File: src/rtl/fsf_pkg.sv
package fsf_pkg;
  typedef enum logic [2:0] {
    ST_IDLE,
    ST_PROG,
    ST_ERASE,
    ST_FAKE,
    ST_ERR
  } fsf_state_e;
endpackage

File: src/rtl/fsf_array.sv
module fsf_array #(
  parameter int ADDR_W = 4,
  parameter int SECT_W = 2,
  parameter int DATA_W = 8,
  localparam int DEPTH = 1 << ADDR_W,
  localparam int NSECT = 1 << SECT_W,
  localparam int SECT_SH = ADDR_W - SECT_W
) (
  input  logic              clk_i,
  input  logic              rst_ni,
  input  logic              wr_en_i,
  input  logic [ADDR_W-1:0] wr_addr_i,
  input  logic [DATA_W-1:0] wr_data_i,
  input  logic              ers_en_i,
  input  logic [NSECT-1:0]  ers_mask_i,
  input  logic [ADDR_W-1:0] rd_addr_i,
  output logic [DATA_W-1:0] rd_data_o,
  input  logic [ADDR_W-1:0] chk_addr_i,
  output logic [DATA_W-1:0] chk_data_o
);
  logic [DATA_W-1:0] mem [DEPTH];

  for (genvar i = 0; i < DEPTH; i++) begin : g_cell
    always_ff @(posedge clk_i or negedge rst_ni) begin
      if (!rst_ni) begin
        mem[i] <= '1;
      end else if (ers_en_i && ers_mask_i[i >> SECT_SH]) begin
        mem[i] <= '1;
      end else if (wr_en_i && wr_addr_i == ADDR_W'(i)) begin
        mem[i] <= mem[i] & wr_data_i; // cells can only be cleared
      end
    end
  end

  assign rd_data_o  = mem[rd_addr_i];
  assign chk_data_o = mem[chk_addr_i];
endmodule

File: src/rtl/fsf_seq.sv
module fsf_seq
  import fsf_pkg::*;
#(
  parameter int ADDR_W = 4,
  parameter int SECT_W = 2,
  parameter int DATA_W = 8,
  parameter int CLK_MHZ = 200,
  parameter int FAKE_US = 100,
  localparam int NSECT = 1 << SECT_W,
  localparam int FAKE_CYC = CLK_MHZ * FAKE_US,
  localparam int CNT_W = $clog2(FAKE_CYC + 1)
) (
  input  logic              clk_i,
  input  logic              rst_ni,
  input  logic              prog_start_i,
  input  logic              erase_start_i,
  input  logic [ADDR_W-1:0] addr_i,
  input  logic [DATA_W-1:0] wdata_i,
  input  logic              prog_prot_i,
  input  logic [NSECT-1:0]  ers_eff_i,
  input  logic              bad_i,
  input  logic              done_i,
  input  logic              fail_i,
  input  logic              clr_i,
  output fsf_state_e        st_o,
  output logic              start_o,
  output logic              op_prog_o,
  output logic [DATA_W-1:0] op_data_o,
  output logic [ADDR_W-1:0] op_addr_o,
  output logic [NSECT-1:0]  op_mask_o,
  output logic              wr_en_o,
  output logic              ers_en_o
);
  fsf_state_e st;
  logic       op_bad;
  logic [CNT_W-1:0] cnt;

  assign start_o = (st == ST_IDLE) &&
                   ((prog_start_i && !prog_prot_i) || (!prog_start_i && erase_start_i));
  assign wr_en_o  = (st == ST_PROG)  && done_i && !fail_i;
  assign ers_en_o = (st == ST_ERASE) && done_i && !fail_i;
  assign st_o     = st;

  always_ff @(posedge clk_i or negedge rst_ni) begin
    if (!rst_ni) begin
      st        <= ST_IDLE;
      op_bad    <= 1'b0;
      op_prog_o <= 1'b0;
      op_data_o <= '0;
      op_addr_o <= '0;
      op_mask_o <= '0;
      cnt       <= '0;
    end else begin
      unique case (st)
        ST_IDLE: begin
          if (prog_start_i) begin
            if (!prog_prot_i) begin
              st        <= ST_PROG;
              op_prog_o <= 1'b1;
              op_addr_o <= addr_i;
              op_data_o <= wdata_i;
              op_bad    <= bad_i;
            end
          end else if (erase_start_i) begin
            op_prog_o <= 1'b0;
            op_mask_o <= ers_eff_i;
            if (ers_eff_i == '0) begin
              st  <= ST_FAKE;
              cnt <= CNT_W'(FAKE_CYC - 1);
            end else begin
              st <= ST_ERASE;
            end
          end
        end
        ST_PROG, ST_ERASE: begin
          if (fail_i) st <= ST_ERR;
          else if (done_i) st <= (st == ST_PROG && op_bad) ? ST_ERR : ST_IDLE;
        end
        ST_FAKE: begin
          if (cnt == '0) st <= ST_IDLE;
          else cnt <= cnt - 1'b1;
        end
        ST_ERR: if (clr_i) st <= ST_IDLE;
        default: st <= ST_IDLE;
      endcase
    end
  end
endmodule

File: src/rtl/fsf_toggle.sv
module fsf_toggle (
  input  logic clk_i,
  input  logic rst_ni,
  input  logic start_i,
  input  logic rd_i,
  input  logic busy_i,
  output logic tgl_o
);
  always_ff @(posedge clk_i or negedge rst_ni) begin
    if (!rst_ni) tgl_o <= 1'b0;
    else if (start_i) tgl_o <= 1'b0;
    else if (rd_i && busy_i) tgl_o <= ~tgl_o;
  end
endmodule

File: src/rtl/fsf_status_gen.sv
module fsf_status_gen
  import fsf_pkg::*;
#(
  parameter int ADDR_W = 4,
  parameter int SECT_W = 2,
  parameter int DATA_W = 8,
  parameter int CLK_MHZ = 200,
  parameter int FAKE_US = 100,
  localparam int NSECT = 1 << SECT_W
) (
  input  logic              clk_i,
  input  logic              rst_ni,
  input  logic              prog_start_i,
  input  logic              erase_start_i,
  input  logic [ADDR_W-1:0] addr_i,
  input  logic [DATA_W-1:0] wdata_i,
  input  logic [NSECT-1:0]  sect_sel_i,
  input  logic [NSECT-1:0]  prot_map_i,
  input  logic              eng_done_i,
  input  logic              eng_fail_i,
  input  logic              clr_i,
  input  logic              rd_i,
  input  logic [ADDR_W-1:0] rd_addr_i,
  output logic [DATA_W-1:0] rdata_o
);
  fsf_state_e        st;
  logic              start, op_prog, wr_en, ers_en, tgl, busy, prog_prot, bad;
  logic [DATA_W-1:0] op_data, arr_data, chk_data;
  logic [ADDR_W-1:0] op_addr;
  logic [NSECT-1:0]  op_mask, ers_eff;

  assign prog_prot = prot_map_i[addr_i[ADDR_W-1 -: SECT_W]];
  assign ers_eff   = sect_sel_i & ~prot_map_i;
  assign bad       = |(wdata_i & ~chk_data); // 0 -> 1 attempt
  assign busy      = (st != ST_IDLE);

  fsf_seq #(
    .ADDR_W(ADDR_W), .SECT_W(SECT_W), .DATA_W(DATA_W),
    .CLK_MHZ(CLK_MHZ), .FAKE_US(FAKE_US)
  ) u_seq (
    .clk_i, .rst_ni, .prog_start_i, .erase_start_i, .addr_i, .wdata_i,
    .prog_prot_i(prog_prot), .ers_eff_i(ers_eff), .bad_i(bad),
    .done_i(eng_done_i), .fail_i(eng_fail_i), .clr_i,
    .st_o(st), .start_o(start), .op_prog_o(op_prog), .op_data_o(op_data),
    .op_addr_o(op_addr), .op_mask_o(op_mask), .wr_en_o(wr_en), .ers_en_o(ers_en)
  );

  fsf_array #(.ADDR_W(ADDR_W), .SECT_W(SECT_W), .DATA_W(DATA_W)) u_array (
    .clk_i, .rst_ni,
    .wr_en_i(wr_en), .wr_addr_i(op_addr), .wr_data_i(op_data),
    .ers_en_i(ers_en), .ers_mask_i(op_mask),
    .rd_addr_i, .rd_data_o(arr_data),
    .chk_addr_i(addr_i), .chk_data_o(chk_data)
  );

  fsf_toggle u_tgl (
    .clk_i, .rst_ni, .start_i(start), .rd_i, .busy_i(busy), .tgl_o(tgl)
  );

  always_comb begin
    rdata_o = arr_data;
    if (busy) begin
      rdata_o = '0;
      rdata_o[DATA_W-1] = op_prog & ~op_data[DATA_W-1];
      rdata_o[DATA_W-2] = tgl;
      rdata_o[DATA_W-3] = (st == ST_ERR);
    end
  end
endmodule

File: config.mk
export PLATFORM = sky130hd
export DESIGN_NAME = fsf_status_gen
export DESIGN_NICKNAME = d
export VERILOG_FILES = /design/src/rtl/fsf_pkg.sv /design/src/rtl/fsf_array.sv /design/src/rtl/fsf_seq.sv /design/src/rtl/fsf_toggle.sv /design/src/rtl/fsf_status_gen.sv
export SDC_FILE = /design/constraint.sdc
export NUM_CORES = 1
export LEC_CHECK = 0
export BUFFER_PORTS_ARGS = -buffer_cell sky130_fd_sc_hd__buf_2
export CAP_MARGIN = 0
export CORE_MARGIN = 2
export CORE_UTILIZATION = 35
export DETAILED_ROUTE_END_ITERATION = 8
export PLACE_DENSITY = 0.55
export SETUP_SLACK_MARGIN = 0.02
export SYNTH_ARGS = -nofsm -noshare
export SYNTH_HDL_FRONTEND = slang
export SYNTH_HIERARCHICAL = 1
export SYNTH_SLANG_ARGS = --single-unit
File: constraint.sdc
create_clock -name clk_i -period 6.9 [get_ports clk_i]
set_clock_uncertainty 0.2 [all_clocks]
set_input_delay 0 -clock clk_i [delete_from_list [all_inputs] [get_ports clk_i]]
set_output_delay 0 -clock clk_i [all_outputs]
set_load 0.01 [all_outputs]
==> run metrics, run 1 <==
min cycle time layout=about 3000 ps; Final Setup Violations=0; nets@finish=832; final hold violation count=0; CP startpoint kind=register; Max VDD drop=about 0.27 mV; first-pass GRT wire length=between 40,000 and 50,000 um; die height=165 um; Top delay family on crit path=simple AND/OR/NAND/NOR gates; layer carrying the most global-route usage=met2; Post-synth EDFFs=0; crit-path max cell delay=roughly 530 ps; remaining antenna violation count=0; Worst-path clk slew=approximately 70 ps; grt met1 use=between 20% and 30%; htree depth=4; Initial Util=about 36%; die area=around 27,000 um2; Residual DRC=0; largest net degree at the start of global routing=60; worst-path cell chain=inv_1, ha_1, or3b_1, nor4_4, nor2_2, nor2_1, a22o_1, dlygate4sd3_1; cell area after layout=10,200 um2; initial antenna violation count=1; dpl cell area=approximately 9400 um2; Synth Flop Type=dfstp_2; CP Data Required Time=around 7000 ps; via count=just under 7,000; # rows=slightly below 60; synth warn=6; Area Growth Syn to Fin=12.8%; drt pass-1 iters=5; #FFs+latches synth=between 150 and 200; unique cell type count in the Yosys netlist=52; gr ovfl total=0; clk buf depth=2; hold buffers post-CTS=27; layout cells sized above 1=between 30% and 40%; drt wl/cell=between 20 and 25 um; Final GP Congestion=between 0.7 and 0.8; maximum fanout along the worst path=11; total clock buffers created by CTS=17; Worst EP arrival=between 3000 and 4000 ps; Avg Cell Area, Syn=roughly 12 um2; Slew @ Worst Pin=approximately 1200 ps; MaxCap Viol Count=0; CP endpoint kind=register; post-CTS setup repair buffer count=0; final worst path period share=~44%; fmax=approximately 330 MHz; PD cells=slightly above 400 nW/um2; Slew Limit Fails=0; drt initial violations=about 750; Worst Path Buf+Inv=2; die width=roughly 170 um; Port Buffers=39; post-synthesis sequential area ratio=between 40% and 50%; Post-synth ARST share=100%; Worst Hold Class=in -> reg; WS Path Type=reg -> reg; max_slew headroom=between 15 and 20%; Vias per Instance=just under 6; Total GRT Usage=19.9%; core area=25,300 um2; Post-Route WL=around 26,000 um; P_leak=0.00446 uW; CTS tree=built; grt met3 use=between 4 and 5%; vias in the first global route=slightly below 7,000; RSZ-0062 raised after global routing=no; Mapped Nets=about 800; mapped cell area=9080 um2; grt met2 use=between 20% and 30%; status=completed; hpwl dp=~15,000 um; synthesized instance count=just under 800; clk root buf=clkbuf_16; Sink Count=roughly 170; post-CTS sizing=0; Max stage delay cell, worst path=dlygate4sd3_1; I/O pin count=40; worst skew pair latency=430 ps; setup TNS=0 ps
==> cell usage in the layout, fill, tap and decap left out, types with 14 or more instances in the layout <==
master         synthesis  layout
buf_2                  8      38
clkbuf_16              0      17
buf_4                  2      14
mux2_2                18      18
mux4_1                28      28
nand2_1              160     160
dfstp_2              128     128
o31ai_1              130     130
dfrtp_1               37      37
a22oi_1               32      32
dlygate4sd3_1          0      26
mux4_2                35      35
==> per-stage QoR <==
stage	utilization [%]	hold WS (ps)	power, uW	setup slack [ps]	instances
floorplan	-	-496	2770	4520	777
global placement	37.1	-211	3150	4250	1083
detailed placement	37.1	-212	3190	4270	1083
CTS	40.5	15.7	4150	3860	1142
global route	40.5	58.0	4390	3670	1142
finish	40.5	37.5	4140	3850	1143
==> registers in the layout (all words and copies together), names as in the netlist <==
name / flops
u_tgl/tgl_o: 1
u_seq/op_prog_o: 1
u_seq/st_o: 3
u_seq/op_bad: 1
u_seq/op_addr_o: 4
u_seq/op_data_o: 8
u_seq/cnt: 15
u_seq/op_mask_o: 4
u_array/mem: 128
==> final cells by class <==
| class | instances | area, um2 |
|---|---|---|
| fillers | 2410 | 15100 |
| flip-flops and latches | 165 | 4290 |
| multi-input cells | 523 | 4350 |
| well taps | 330 | 413 |
| clock buffers | 18 | 439 |
| inverters | 12 | 45.0 |
| diodes | 1 | 2.50 |
| repair buffers | 80 | 587 |
| clock inverters | 14 | 118 |
==> where the power goes <==
group | total, uW | leakage [uW] | switching (uW) | internal, uW
logic | 1260 | 0.00242 | 662 | 594
clock network | 915 | 0.000272 | 434 | 481
registers | 1970 | 0.00176 | 417 | 1550
==> logic make-up after synthesis <==
group / synth area share [%]
AO/OA/AOI/OAI: 15.8
XOR/XNOR: 0.193
buffers and inverters: 4.86
flip-flops: 47.2
AND/OR/NAND/NOR: 12.0
adder cells (fa/ha/maj): 0.138
multiplexers: 19.9
==> final timing paths <==
check                                 startpoint          endpoint  slack [ps]  cells after the start
worst max-delay path                u_seq/cnt[0]     u_seq/st_o[2]        3850                      8
worst min-delay path               erase_start_i   u_seq/op_prog_o          40                      5
worst max register to register      u_seq/cnt[0]     u_seq/st_o[2]        3850                      8
worst min register to register  u_array/mem[115]  u_array/mem[115]         280                      2
max in group asynchronous                 rst_ni    u_array/mem[9]        5680                      3
min in group asynchronous                 rst_ni   u_array/mem[34]          60                      2
==> metal layers <==
metal	up-vias	wire length, um	share of wire (%)
li1	3010	-	-
met1	3543	12300	47
met2	233	11800	45
met3	30	1690	6.4
met4	0	452	1.7
met5	-	0	0
==> worst min-delay path: cells and delay by family <==
family,cells,cell delay [ps]
buf+inv,1,100
simple gates,4,520
==> Yosys cell counts, types with 2 or more instances <==
library cell	number	area share (%)
nor2_1	13	0.54
nand3_1	4	0.22
a211oi_1	2	0.17
dfstp_2	128	37
mux4_4	2	0.55
buf_4	2	0.17
or3_1	3	0.21
or4_1	5	0.41
nor2b_1	9	0.62
buf_6	7	0.87
inv_1	12	0.50
o31ai_1	130	11
a31oi_1	3	0.21
nand2b_1	3	0.21
mux2_2	18	2.2
mux2i_1	3	0.33
nand3b_1	5	0.41
o21ai_0	13	0.72
nor3_1	8	0.44
and2_1	7	0.48
buf_1	15	0.62
mux4_2	35	8.7
nor4_1	3	0.21
dfrtp_1	37	10
and3_1	4	0.28
clkdlybuf4s25_2	6	0.66
nand4_1	3	0.21
o22ai_1	4	0.28
or3b_1	2	0.19
clkbuf_1	39	1.6
a21oi_1	6	0.33
nand2_1	160	6.6
buf_2	8	0.44
and2b_1	2	0.17
mux4_1	28	8.1
a22oi_1	32	2.6
No activity file was read; power rests on OpenSTA's default activity.
==> run 2: changes to the inputs <==
Settings changed: PLACE_DENSITY 0.55 to 0.57.
Clock period 6.9 ns to 2.5 ns, I/O delays scaled along.
==> run 2 against run 1 <==
Compared with the run above: worst hold slack improved by 48 ps; count of clock-buffer cells in the layout increased by 1; sequential power increased to 2.7 times the previous value; utilization increased by 1.2 points; non-clock buffer count increased by 29; critical path depth decreased by 3; first-iteration DRC count decreased by 31%; final cell count increased by 2.4%; design area increased by 3.0%; combinational power increased to 2.8 times the previous value.
==> run metrics, run 2 (same netlist as run 1, synthesis figures left out) <==
hpwl dp=around 15,000 um; Slew @ Worst Pin=993 ps; Sink Count=~170; final core occ=roughly two fifths; layer carrying the most global-route usage=met2; CP startpoint kind=register; Most flops, register=u_array/mem; min cycle time layout=about 2400 ps; Max VDD drop=0.542 mV; clk root buf=clkbuf_16; Worst Path Buf+Inv=1; maximum fanout along the worst path=3; crit-path max cell delay=470 ps; Worst EP arrival=between 2000 and 2500 ps; drt wl/cell=around 22 um; first-pass GRT wire length=40,400 um; grt met1 use=around 28%; Worst Hold Class=in -> reg; Post-Route WL=roughly 26,000 um; max FFs per register=128; Port Buffers=39; htree depth=4; final hold violation count=0; Worst R2R Path Depth=8; Crit. path cell count=5; layout cells sized above 1=35.3%; worst-path cell chain=mux4_2, a22oi_1, nand2_1, mux2_2, buf_2; P_leak=~0.0046 uW; final worst path period share=a little over nine tenths; Worst-path clk slew=70 ps; RR Endpoint=u_tgl/tgl_o; MaxCap Viol Count=0; cell area after layout=between 10,000 and 15,000 um2; grt met2 use=~32%; remaining antenna violation count=0; total clock buffers created by CTS=17; Critical Path Source=u_array/mem[102]; I/O pin count=40; die height=around 170 um; die area=~27,000 um2; Slew Limit Fails=0; dpl cell area=9660 um2; max_slew headroom=33.8%; CTS tree=built; drt initial violations=520; status=completed; Initial Util=between 30% and 40%; drt pass-1 iters=7; largest net degree at the start of global routing=56; clk buf depth=2; Final GP Congestion=~0.80; grt met3 use=about 3.1%; RR Startpoint=u_seq/st_o[2]; WS Path Type=reg -> out; CP endpoint=rdata_o[6]; setup TNS=0 ps; nets@finish=861; core area=25,300 um2; r2r setup slk=about 140 ps; vias in the first global route=~6,900; CP endpoint kind=primary output; fmax=approximately 420 MHz; Top delay family on crit path=multiplexers; gr ovfl total=0; ant diodes=0; RSZ-0062 raised after global routing=no; via count=between 6,000 and 7,000; initial antenna violation count=0; worst skew pair latency=around 440 ps; most frequent cells in the layout=nand2_1 (160), o31ai_1 (130), dfstp_2 (128); Largest regs=u_array/mem (128), u_seq/cnt (15), u_seq/op_data_o (8); die width=~170 um; most common cell after layout, fill and taps aside=nand2_1; Vias per Instance=approximately 5.9; Area Growth Syn to Fin=16.2%; Total GRT Usage=between 10% and 20%; # rows=58; Residual DRC=0; PD cells=roughly 1100 nW/um2; Max stage delay cell, worst path=mux4_2; Final Setup Violations=0; CP Data Required Time=2300 ps
-- run 2: area by class of cell --
type	instances	area (um2)
timing repair buffer	109	865
sequential	165	4290
clock buffer	19	433
fill	2379	14800
tap	330	413
multi-input combinational	523	4350
clock inverter	13	156
inverter	12	45.0
-- run 2: where the power goes --
group | internal [uW] | leakage (uW) | total, uW | switching (uW)
sequential | 4280 | 0.00176 | 5380 | 1100
clock | 1570 | 0.000277 | 2680 | 1110
combinational | 1700 | 0.00258 | 3550 | 1860
total | 7540 | 0.00462 | 11600 | 4070
-- run 2: worst min-delay path by stage --
stage,startpoint,cells after the start,slack (ps),to
CTS,sect_sel_i[3],6,60,u_seq/cnt[14]
detailed placement,rst_ni,1,-200,u_seq/cnt[13]
floorplan,rst_ni,0,-500,u_seq/cnt[0]
global route,addr_i[1],3,100,u_seq/op_addr_o[1]
global placement,rst_ni,1,-200,u_seq/cnt[13]
finish,sect_sel_i[1],6,90,u_seq/cnt[14]
-- run 2: repair_timing --
action / in CTS / in global routing
buffers inserted: 0 / 1
resized for setup: 0 / 1
setup endpoints to repair: 0 / 7
endpoints found under the hold margin: 110 / 0
hold buffers: 30 / 0
-- run 2: per-stage QoR --
step | power, uW | hold WS (ps) | std cells | worst slack (ps)
3_3_place_gp | 8760 | -197 | 1108 | 184
2_1_floorplan | 7640 | -496 | 777 | 120
5_1_grt | 12300 | 98.7 | 1171 | 36.8
3_5_place_dp | 8870 | -199 | 1108 | 145
6_report | 11600 | 85.1 | 1171 | 110
4_1_cts | 11700 | 62.1 | 1170 | 118
-- run 2: worst register-to-register path, stage by stage, from the launching register on --
cell and delay (ps):
dfrtp_1 480, buf_4 200, nor3_1 190, buf_4 170
nand3b_1 80, buf_4 220, nand2_1 100, a21oi_2 40
dlygate4sd3_1 550
-- run 2: metal layers --
metal  up-vias  part of all wire [%]
met3        29                   4.9
met5         -                     0
met4         0                   1.3
li1       3067                     -
met2       232                    48
met1      3544                    46
